<file path="src/rtl/pwm_upd_pkg.sv">
package pwm_upd_pkg;

    typedef enum logic [1:0] {
        XFER_OFF    = 2'b00,
        XFER_CREST  = 2'b01,
        XFER_TROUGH = 2'b10,
        XFER_BOTH   = 2'b11
    } xfer_mode_e;

    typedef enum logic {
        CS_IDLE = 1'b0,
        CS_HOLD = 1'b1
    } commit_state_e;

endpackage

</file>
<file path="src/rtl/pwm_upd_commit.sv">
module pwm_upd_commit
    import pwm_upd_pkg::*;
#(
    parameter int IDXW       = 3,
    parameter int COMMIT_IDX = 4
) (
    input  logic            clk,
    input  logic            rst_n,
    input  logic            wr_en,
    input  logic [IDXW-1:0] wr_idx,
    input  logic            sub_busy,
    output logic            copy_now
);

    localparam logic [IDXW-1:0] COMMIT_SEL = IDXW'(COMMIT_IDX);

    commit_state_e state_q, state_d;
    logic          commit_wr;

    assign commit_wr = wr_en && (wr_idx == COMMIT_SEL);

    always_ff @(posedge clk or negedge rst_n) begin
        if (!rst_n) state_q <= CS_IDLE;
        else        state_q <= state_d;
    end

    always_comb begin
        state_d = state_q;
        unique case (state_q)
            CS_IDLE: if (commit_wr && sub_busy) state_d = CS_HOLD;
            CS_HOLD: if (!sub_busy)             state_d = CS_IDLE;
        endcase
    end

    always_comb begin
        copy_now = 1'b0;
        unique case (state_q)
            CS_IDLE: copy_now = commit_wr && !sub_busy;
            CS_HOLD: copy_now = !sub_busy;
        endcase
    end

    AST_DEFER_ENTERS_HOLD: assert property (@(posedge clk) disable iff (!rst_n)
        (commit_wr && sub_busy) |=> (state_q == CS_HOLD));
    AST_HOLD_DRAINS: assert property (@(posedge clk) disable iff (!rst_n)
        (state_q == CS_HOLD && !sub_busy) |=> (state_q == CS_IDLE));

endmodule

</file>
<file path="src/rtl/pwm_upd_timing.sv">
module pwm_upd_timing
    import pwm_upd_pkg::*;
(
    input  logic [1:0] xfer_mode,
    input  logic       crest,
    input  logic       trough,
    output logic       xfer_now
);

    xfer_mode_e mode;
    assign mode = xfer_mode_e'(xfer_mode);

    always_comb begin
        xfer_now = 1'b0;
        unique case (mode)
            XFER_OFF:    xfer_now = 1'b0;
            XFER_CREST:  xfer_now = crest;
            XFER_TROUGH: xfer_now = trough;
            XFER_BOTH:   xfer_now = crest || trough;
        endcase
    end

endmodule

</file>
<file path="src/rtl/pwm_upd_chan.sv">
module pwm_upd_chan #(
    parameter int DW   = 16,
    parameter int IDXW = 3,
    parameter int CH   = 0
) (
    input  logic            clk,
    input  logic            rst_n,
    input  logic            wr_en,
    input  logic [IDXW-1:0] wr_idx,
    input  logic [DW-1:0]   wr_data,
    input  logic            copy_now,
    input  logic            xfer_now,
    output logic [DW-1:0]   tmp_q,
    output logic [DW-1:0]   cmp_q
);

    localparam logic [IDXW-1:0] MY_IDX = IDXW'(CH);

    logic          hit;
    logic [DW-1:0] stg_q, stg_d;

    assign hit   = wr_en && (wr_idx == MY_IDX);
    assign stg_d = hit ? wr_data : stg_q;

    always_ff @(posedge clk or negedge rst_n) begin
        if (!rst_n) begin
            stg_q <= '0;
            tmp_q <= '0;
            cmp_q <= '0;
        end else begin
            stg_q <= stg_d;
            if (copy_now) tmp_q <= stg_d;
            if (xfer_now) cmp_q <= tmp_q;
        end
    end

endmodule

</file>
<file path="src/rtl/pwm_cmp_update.sv">
module pwm_cmp_update
    import pwm_upd_pkg::*;
#(
    parameter int NCH = 5,
    parameter int DW  = 16
) (
    input  logic                       clk,
    input  logic                       rst_n,
    input  logic                       wr_en,
    input  logic [$clog2(NCH+3)-1:0]   wr_idx,
    input  logic [DW-1:0]              wr_data,
    input  logic                       sub_busy,
    input  logic                       crest,
    input  logic                       trough,
    input  logic [1:0]                 xfer_mode,
    output logic [NCH*DW-1:0]          cmp_flat
);

    localparam int IDXW = $clog2(NCH + 3);

    logic              copy_now;
    logic              xfer_now;
    logic [NCH*DW-1:0] tmp_flat;

    pwm_upd_commit #(.IDXW(IDXW), .COMMIT_IDX(NCH - 1)) u_commit (
        .clk      (clk),
        .rst_n    (rst_n),
        .wr_en    (wr_en),
        .wr_idx   (wr_idx),
        .sub_busy (sub_busy),
        .copy_now (copy_now)
    );

    pwm_upd_timing u_timing (
        .xfer_mode (xfer_mode),
        .crest     (crest),
        .trough    (trough),
        .xfer_now  (xfer_now)
    );

    for (genvar i = 0; i < NCH; i++) begin : g_ch
        pwm_upd_chan #(.DW(DW), .IDXW(IDXW), .CH(i)) u_ch (
            .clk      (clk),
            .rst_n    (rst_n),
            .wr_en    (wr_en),
            .wr_idx   (wr_idx),
            .wr_data  (wr_data),
            .copy_now (copy_now),
            .xfer_now (xfer_now),
            .tmp_q    (tmp_flat[i*DW +: DW]),
            .cmp_q    (cmp_flat[i*DW +: DW])
        );
    end

    AST_BUSY_FREEZES_TMP: assert property (@(posedge clk) disable iff (!rst_n)
        sub_busy |=> $stable(tmp_flat));
    AST_NO_EVENT_HOLDS_CMP: assert property (@(posedge clk) disable iff (!rst_n)
        !xfer_now |=> $stable(cmp_flat));
    AST_CMP_FROM_OLD_TMP: assert property (@(posedge clk) disable iff (!rst_n)
        xfer_now |=> (cmp_flat == $past(tmp_flat)));
    AST_MODE_OFF_HOLDS: assert property (@(posedge clk) disable iff (!rst_n)
        (xfer_mode == 2'b00) |=> $stable(cmp_flat));

endmodule

</file>
<file path="config.mk">
export PLATFORM = sky130hd
export DESIGN_NAME = pwm_cmp_update
export DESIGN_NICKNAME = d
export VERILOG_FILES = /design/src/rtl/pwm_upd_pkg.sv /design/src/rtl/pwm_upd_commit.sv /design/src/rtl/pwm_upd_timing.sv /design/src/rtl/pwm_upd_chan.sv /design/src/rtl/pwm_cmp_update.sv
export SDC_FILE = /design/constraint.sdc
export NUM_CORES = 1
export LEC_CHECK = 0
export CORE_MARGIN = 8
export CORE_UTILIZATION = 60
export DETAILED_ROUTE_END_ITERATION = 6
export GPL_TIMING_DRIVEN = 0
export PLACE_DENSITY = 0.85
export RECOVER_POWER = 25
export SYNTH_ARGS = -nofsm -noshare
export SYNTH_HDL_FRONTEND = slang
export SYNTH_SLANG_ARGS = --single-unit
</file>
<file path="constraint.sdc">
create_clock -name clk -period 1.9 [get_ports clk]
set_input_delay 0.19 -clock clk [delete_from_list [all_inputs] [get_ports clk]]
set_output_delay 0.19 -clock clk [all_outputs]
set_load 0.02 [all_outputs]
</file>
==> results of run 1 <==
-- final cells by class --
| type | instances | area, µm² |
|---|---|---|
| buffer | 24 | 182.7 |
| inverter | 1 | 3.754 |
| fill | 890 | 3826 |
| clock buffer | 38 | 744.5 |
| timing repair buffer | 109 | 1107 |
| clock inverter | 4 | 20.02 |
| multi-input combinational | 248 | 2883 |
| tap | 188 | 235.2 |
| sequential | 241 | 6031 |
-- registers in the layout, indices dropped and copies added (netlist names) --
signal            flops
g_ch.u_ch.stg_q      80
g_ch.u_ch.cmp_q      80
u_commit.state_q      1
g_ch.u_ch.tmp_q      80
-- layer usage --
| metal | global-route usage [%] | wire [µm] | vias up |
|---|---|---|---|
| li1 | - | - | 2080 |
| met1 | 25.32 | 8151 | 2536 |
| met2 | 32.08 | 9085 | 111 |
| met3 | 4.991 | 1018 | 27 |
| met4 | 3.697 | 237 | 0 |
| met5 | 0 | 0 | - |
-- cells in the mapped netlist --
cell / instances
buf_4: 11
buf_2: 8
inv_1: 1
and4bb_1: 2
nor4b_4: 1
a22oi_1: 1
buf_6: 4
a21boi_0: 1
dfrtp_1: 241
mux2_4: 20
nand4b_2: 1
buf_8: 1
mux2_2: 212
a21oi_4: 1
nand4bb_1: 1
mux2_1: 8
-- worst max-delay path, cell delays in order --
cell and delay (ns):
clkdlybuf4s50_1 0.52, nand4b_1 0.51, buf_4 0.35, mux2_2 0.31, mux2_2 0.28
-- power by group --
part / switching [mW] / total [mW] / internal, mW
combinational: 2.35 / 5.42 / 3.07
sequential: 1.03 / 8.13 / 7.10
clock: 1.83 / 4.50 / 2.67
-- worst max path at each step --
stage | cells past startpoint | to
2_1_floorplan | 4 | g_ch[0].u_ch.tmp_q[5]
3_3_place_gp | 1 | g_ch[0].u_ch.cmp_q[2]
3_5_place_dp | 5 | g_ch[0].u_ch.tmp_q[11]
4_1_cts | 4 | g_ch[0].u_ch.cmp_q[7]
5_1_grt | 5 | g_ch[3].u_ch.tmp_q[8]
6_report | 5 | g_ch[3].u_ch.tmp_q[8]
-- kinds of logic after synthesis --
kind of cell           synth area share (%)
DFF                                   66.26
muxes                                 30.52
buffers and inverters                 2.048
and+or+nand+nor                      0.8247
AOI/OAI and AO/OA                    0.3438
-- timing repair --
| item | 4_1_cts | 5_1_grt |
|---|---|---|
| setup endpoints to repair | 1 | 76 |
| hold buffers | 1 | 0 |
| gates resized for setup | 0 | 1 |
| buffers inserted | 1 | 0 |
| pin swaps | 1 | 0 |
| endpoints found under the hold margin | 131 | 0 |
==> flow_metrics.py, run 1 <==
metrics = {
    "setup_path": {
        "r2r-start": "u_commit.state_q",
        "cp-startpoint": "wr_idx[2]",
        "cp.arrival_ns": 2.17,
        "path_max_fanout": 10,
        "start_kind": "input port",
        "reg2reg_slack_ns": 0.42,
        "r2r-end": "g_ch[1].u_ch.tmp_q[0]",
        "ff2ff_path_depth": 4,
        "crit_path_end_kind": "register",
        "path_class": "in -> reg",
        "cp.required_ns": 2.28,
    },
    "pwr": {
        "finalPower_mw": 18.05,
        "irDropWorstVdd_mv": 1.094,
        "p_per_area_nw_per_um2": 1610,
        "leakage_nw": 4.967,
    },
    "synth": {
        "synth_seq_cells": 241,
        "synth_largest_area_cell": "dfrtp_1",
        "synth_area_um2": 9101,
        "synthCells": 514,
        "synth.avg_cell_area_um2": 17.71,
        "synth_warnings": 0,
        "synth_cell_types": 16,
        "synthDominantCellAreaShare_pct": 66.26,
        "ys_seq_area_share_pct": 66.26,
        "syn_nets": 541,
        "synthTopCellsByArea": "dfrtp_1, mux2_2, mux2_4, mux2_1, buf_4",
    },
    "hold_path": {
        "min_path_type": "in -> reg",
        "min_delay_path_depth": 2,
        "hp-start": "sub_busy",
        "worstHoldEndpoint": "u_commit.state_q",
    },
    "clock_tree": {
        "cts_buffers": 24,
        "clk_latency_ns": 0.50,
        "clock-sinks": 241,
        "path_clk_slew_ns": 0.06,
        "cts_tree": "yes",
        "clock_path_buffers": 3,
        "cts-root-buf": "clkbuf_16",
        "htree_levels": 1,
    },
    "floorplanning": {
        "fp.dieW_um": 139.2,
        "dieArea_um2": 19370,
        "placementRows": 45,
        "ios": 107,
        "die_h_um": 139.2,
        "core_um2": 15030,
        "start_util_pct": 60.54,
    },
    "sta": {
        "slew_headroom_pct": 22.32,
        "fin_crit_sh_pct": 94.25,
        "period_needed_ns": 1.791,
        "tightest_slew_ns": 1.165,
        "final_hold_viol_count": 0,
        "drv_slew": 0,
        "setup_viol": 0,
        "fmax_ghz": 0.5584,
        "hold_slack_ns": 0.3458,
        "fin_worst_skew_ns": 0.006461,
        "fin_ws_ns": 0.1092,
        "tns_ns": 0,
        "rsz0062_at_grt": "false",
    },
    "finish": {
        "areaGrowthSynthToFinish_pct": 23.14,
        "final_util_pct": 74.55,
        "final_cell_area_um2": 11210,
        "final_cell_mix": "dfrtp_1, mux2_2, clkdlybuf4s50_1",
        "nNetsFinal": 676,
        "diodes": 0,
        "finalNonFillerCells": 853,
        "final_common_cell": "dfrtp_1",
        "layout-drive-gt1-share_pct": 44.51,
    },
    "placed_design": {
        "post-dp-hpwl_mm": 12.28,
        "pre_cts_slack_ns": -0.5354,
        "placed_area_um2": 10430,
        "numPortBuffers": 106,
        "dp.cells": 809,
        "gp_congestion": 0.7668,
    },
    "drt": {
        "routedWlPerCell_um": 21.68,
        "drc": 0,
        "totalWireLength_mm": 18.49,
        "detail-route-antenna-nets": 0,
        "vias": 4754,
        "drt_iter0_markers": 185,
        "vias_per_cell": 5.573,
        "drt_first_pass_iters": 4,
    },
    "global_routing": {
        "grt.total_usage_pct": 19.29,
        "grt_max_degree": 133,
        "grt_pass1_wl_mm": 29.79,
        "grt_pass1_vias": 5476,
        "grt_antenna_before_repair": 0,
        "grt-ovfl-total": 0,
    },
    "run_status": {
        "status": "complete, no violations",
    },
    "job": {
        "cap_violations": 0,
    },
}
(Power assumes the default switching activity.)
==> run 2: changes to the inputs <==
- CORE_MARGIN: 8 -> 1.5
==> flow_metrics.py, run 2 (synthesis gave the netlist of run 1 again) <==
metrics = {
    "run_status": {
        "status": "complete, no violations",
    },
    "global_routing": {
        "grt_antenna_before_repair": 0,
        "grt_pass1_vias": 5248,
        "grt_pass1_wl_mm": 29.15,
        "grt-ovfl-total": 0,
        "grt.total_usage_pct": 23.64,
        "grt_max_degree": 97,
    },
    "setup_path": {
        "crit_path_end_kind": "register",
        "reg2reg_slack_ns": 0.42,
        "path_class": "in -> reg",
        "r2r-end": "g_ch[2].u_ch.tmp_q[0]",
        "start_kind": "input port",
        "cp.required_ns": 2.28,
        "path_max_fanout": 10,
        "ff2ff_path_depth": 4,
        "cp.arrival_ns": 2.13,
        "r2r-start": "u_commit.state_q",
    },
    "sta": {
        "fmax_ghz": 0.5695,
        "slew_headroom_pct": 33.27,
        "rsz0062_at_grt": "false",
        "tightest_slew_ns": 1.001,
        "hold_slack_ns": 0.3962,
        "final_hold_viol_count": 0,
        "drv_slew": 0,
        "setup_viol": 0,
        "fin_ws_ns": 0.1440,
        "tns_ns": 0,
        "fin_worst_skew_ns": 0.006594,
        "period_needed_ns": 1.756,
        "fin_crit_sh_pct": 92.42,
    },
    "placed_design": {
        "numPortBuffers": 106,
        "post-dp-hpwl_mm": 11.76,
        "gp_congestion": 0.7934,
        "placed_area_um2": 10450,
        "dp.cells": 806,
        "pre_cts_slack_ns": -0.5175,
    },
    "clock_tree": {
        "cts_tree": "yes",
        "clock_path_buffers": 3,
        "path_clk_slew_ns": 0.06,
        "cts-root-buf": "clkbuf_16",
        "clk_latency_ns": 0.50,
        "clock-sinks": 241,
        "cts_buffers": 24,
        "htree_levels": 1,
    },
    "finish": {
        "final_util_pct": 76.60,
        "final_cell_mix": "dfrtp_1, mux2_2, clkdlybuf4s50_1",
        "areaGrowthSynthToFinish_pct": 23.71,
        "final_common_cell": "dfrtp_1",
        "finalNonFillerCells": 852,
        "nNetsFinal": 678,
        "final_cell_area_um2": 11260,
        "reg_top3": "g_ch.u_ch.cmp_q: 80 flops, g_ch.u_ch.stg_q: 80 flops, g_ch.u_ch.tmp_q: 80 flops",
        "diodes": 0,
        "layout-drive-gt1-share_pct": 44.31,
    },
    "floorplanning": {
        "die_h_um": 126.2,
        "fp.dieW_um": 126.2,
        "start_util_pct": 61.92,
        "dieArea_um2": 15920,
        "placementRows": 44,
        "ios": 107,
        "core_um2": 14700,
    },
    "hold_path": {
        "min_delay_path_depth": 2,
        "min_path_type": "in -> reg",
        "hp-start": "sub_busy",
        "worstHoldEndpoint": "u_commit.state_q",
    },
    "pwr": {
        "irDropWorstVdd_mv": 0.9728,
        "p_per_area_nw_per_um2": 1614,
        "leakage_nw": 4.989,
        "finalPower_mw": 18.17,
    },
    "drt": {
        "vias_per_cell": 5.676,
        "drt_iter0_markers": 200,
        "totalWireLength_mm": 17.91,
        "routedWlPerCell_um": 21.02,
        "drc": 0,
        "drt_first_pass_iters": 4,
        "detail-route-antenna-nets": 0,
        "vias": 4836,
    },
    "job": {
        "cap_violations": 0,
    },
}
[run 2: layout make-up]
| cell class | count | area, µm² |
|---|---|---|
| multi-input cells | 248 | 2883 |
| inverters | 1 | 3.754 |
| well taps | 184 | 230.2 |
| clock inverters | 5 | 56.30 |
| plain buffers | 24 | 182.7 |
| repair buffers | 111 | 1139 |
| clock buffers | 38 | 734.5 |
| fillers | 821 | 3440 |
| flip-flops and latches | 241 | 6031 |
[run 2: critical path, cell delays in order]
cell and delay [ns]:
clkdlybuf4s50_1 0.52, nand4bb_1 0.24, buf_4 0.21, a21oi_4 0.31
buf_4 0.29, mux2_2 0.36
[run 2: worst max-delay path by stage]
stage | start | to | slack (ns) | cells past startpoint
final | wr_idx[1] | g_ch[2].u_ch.tmp_q[0] | 0.14 | 6
after global routing | wr_idx[1] | g_ch[2].u_ch.tmp_q[0] | 0.09 | 6
after CTS | wr_idx[0] | g_ch[0].u_ch.tmp_q[13] | 0.0001 | 5
after detailed placement | wr_idx[0] | g_ch[0].u_ch.tmp_q[13] | -0.52 | 5
after global placement | rst_n | g_ch[0].u_ch.cmp_q[1] | -8.60 | 1
after floorplan | wr_idx[0] | g_ch[0].u_ch.tmp_q[5] | 0.33 | 4
[run 2: power breakdown]
part,internal (mW),total (mW),switching (mW)
sequential,7.10,8.14,1.04
clock,2.79,4.64,1.86
combinational,3.07,5.39,2.32
total,13.0,18.2,5.21
[run 2: routing by layer]
metal / vias up / track usage (%) / wire length (µm)
met5: - / 0 / 0
met4: 0 / 6.829 / 354
met3: 22 / 4.163 / 898
met2: 132 / 37.82 / 8666
met1: 2585 / 33.92 / 7991
li1: 2097 / - / -
[run 2: repair_timing]
item                                    CTS  global route
resized for setup                         0             1
hold endpoints to repair                 68             0
endpoints found under the setup margin    0            73
hold buffers                              1             0
buffers inserted                          0             2
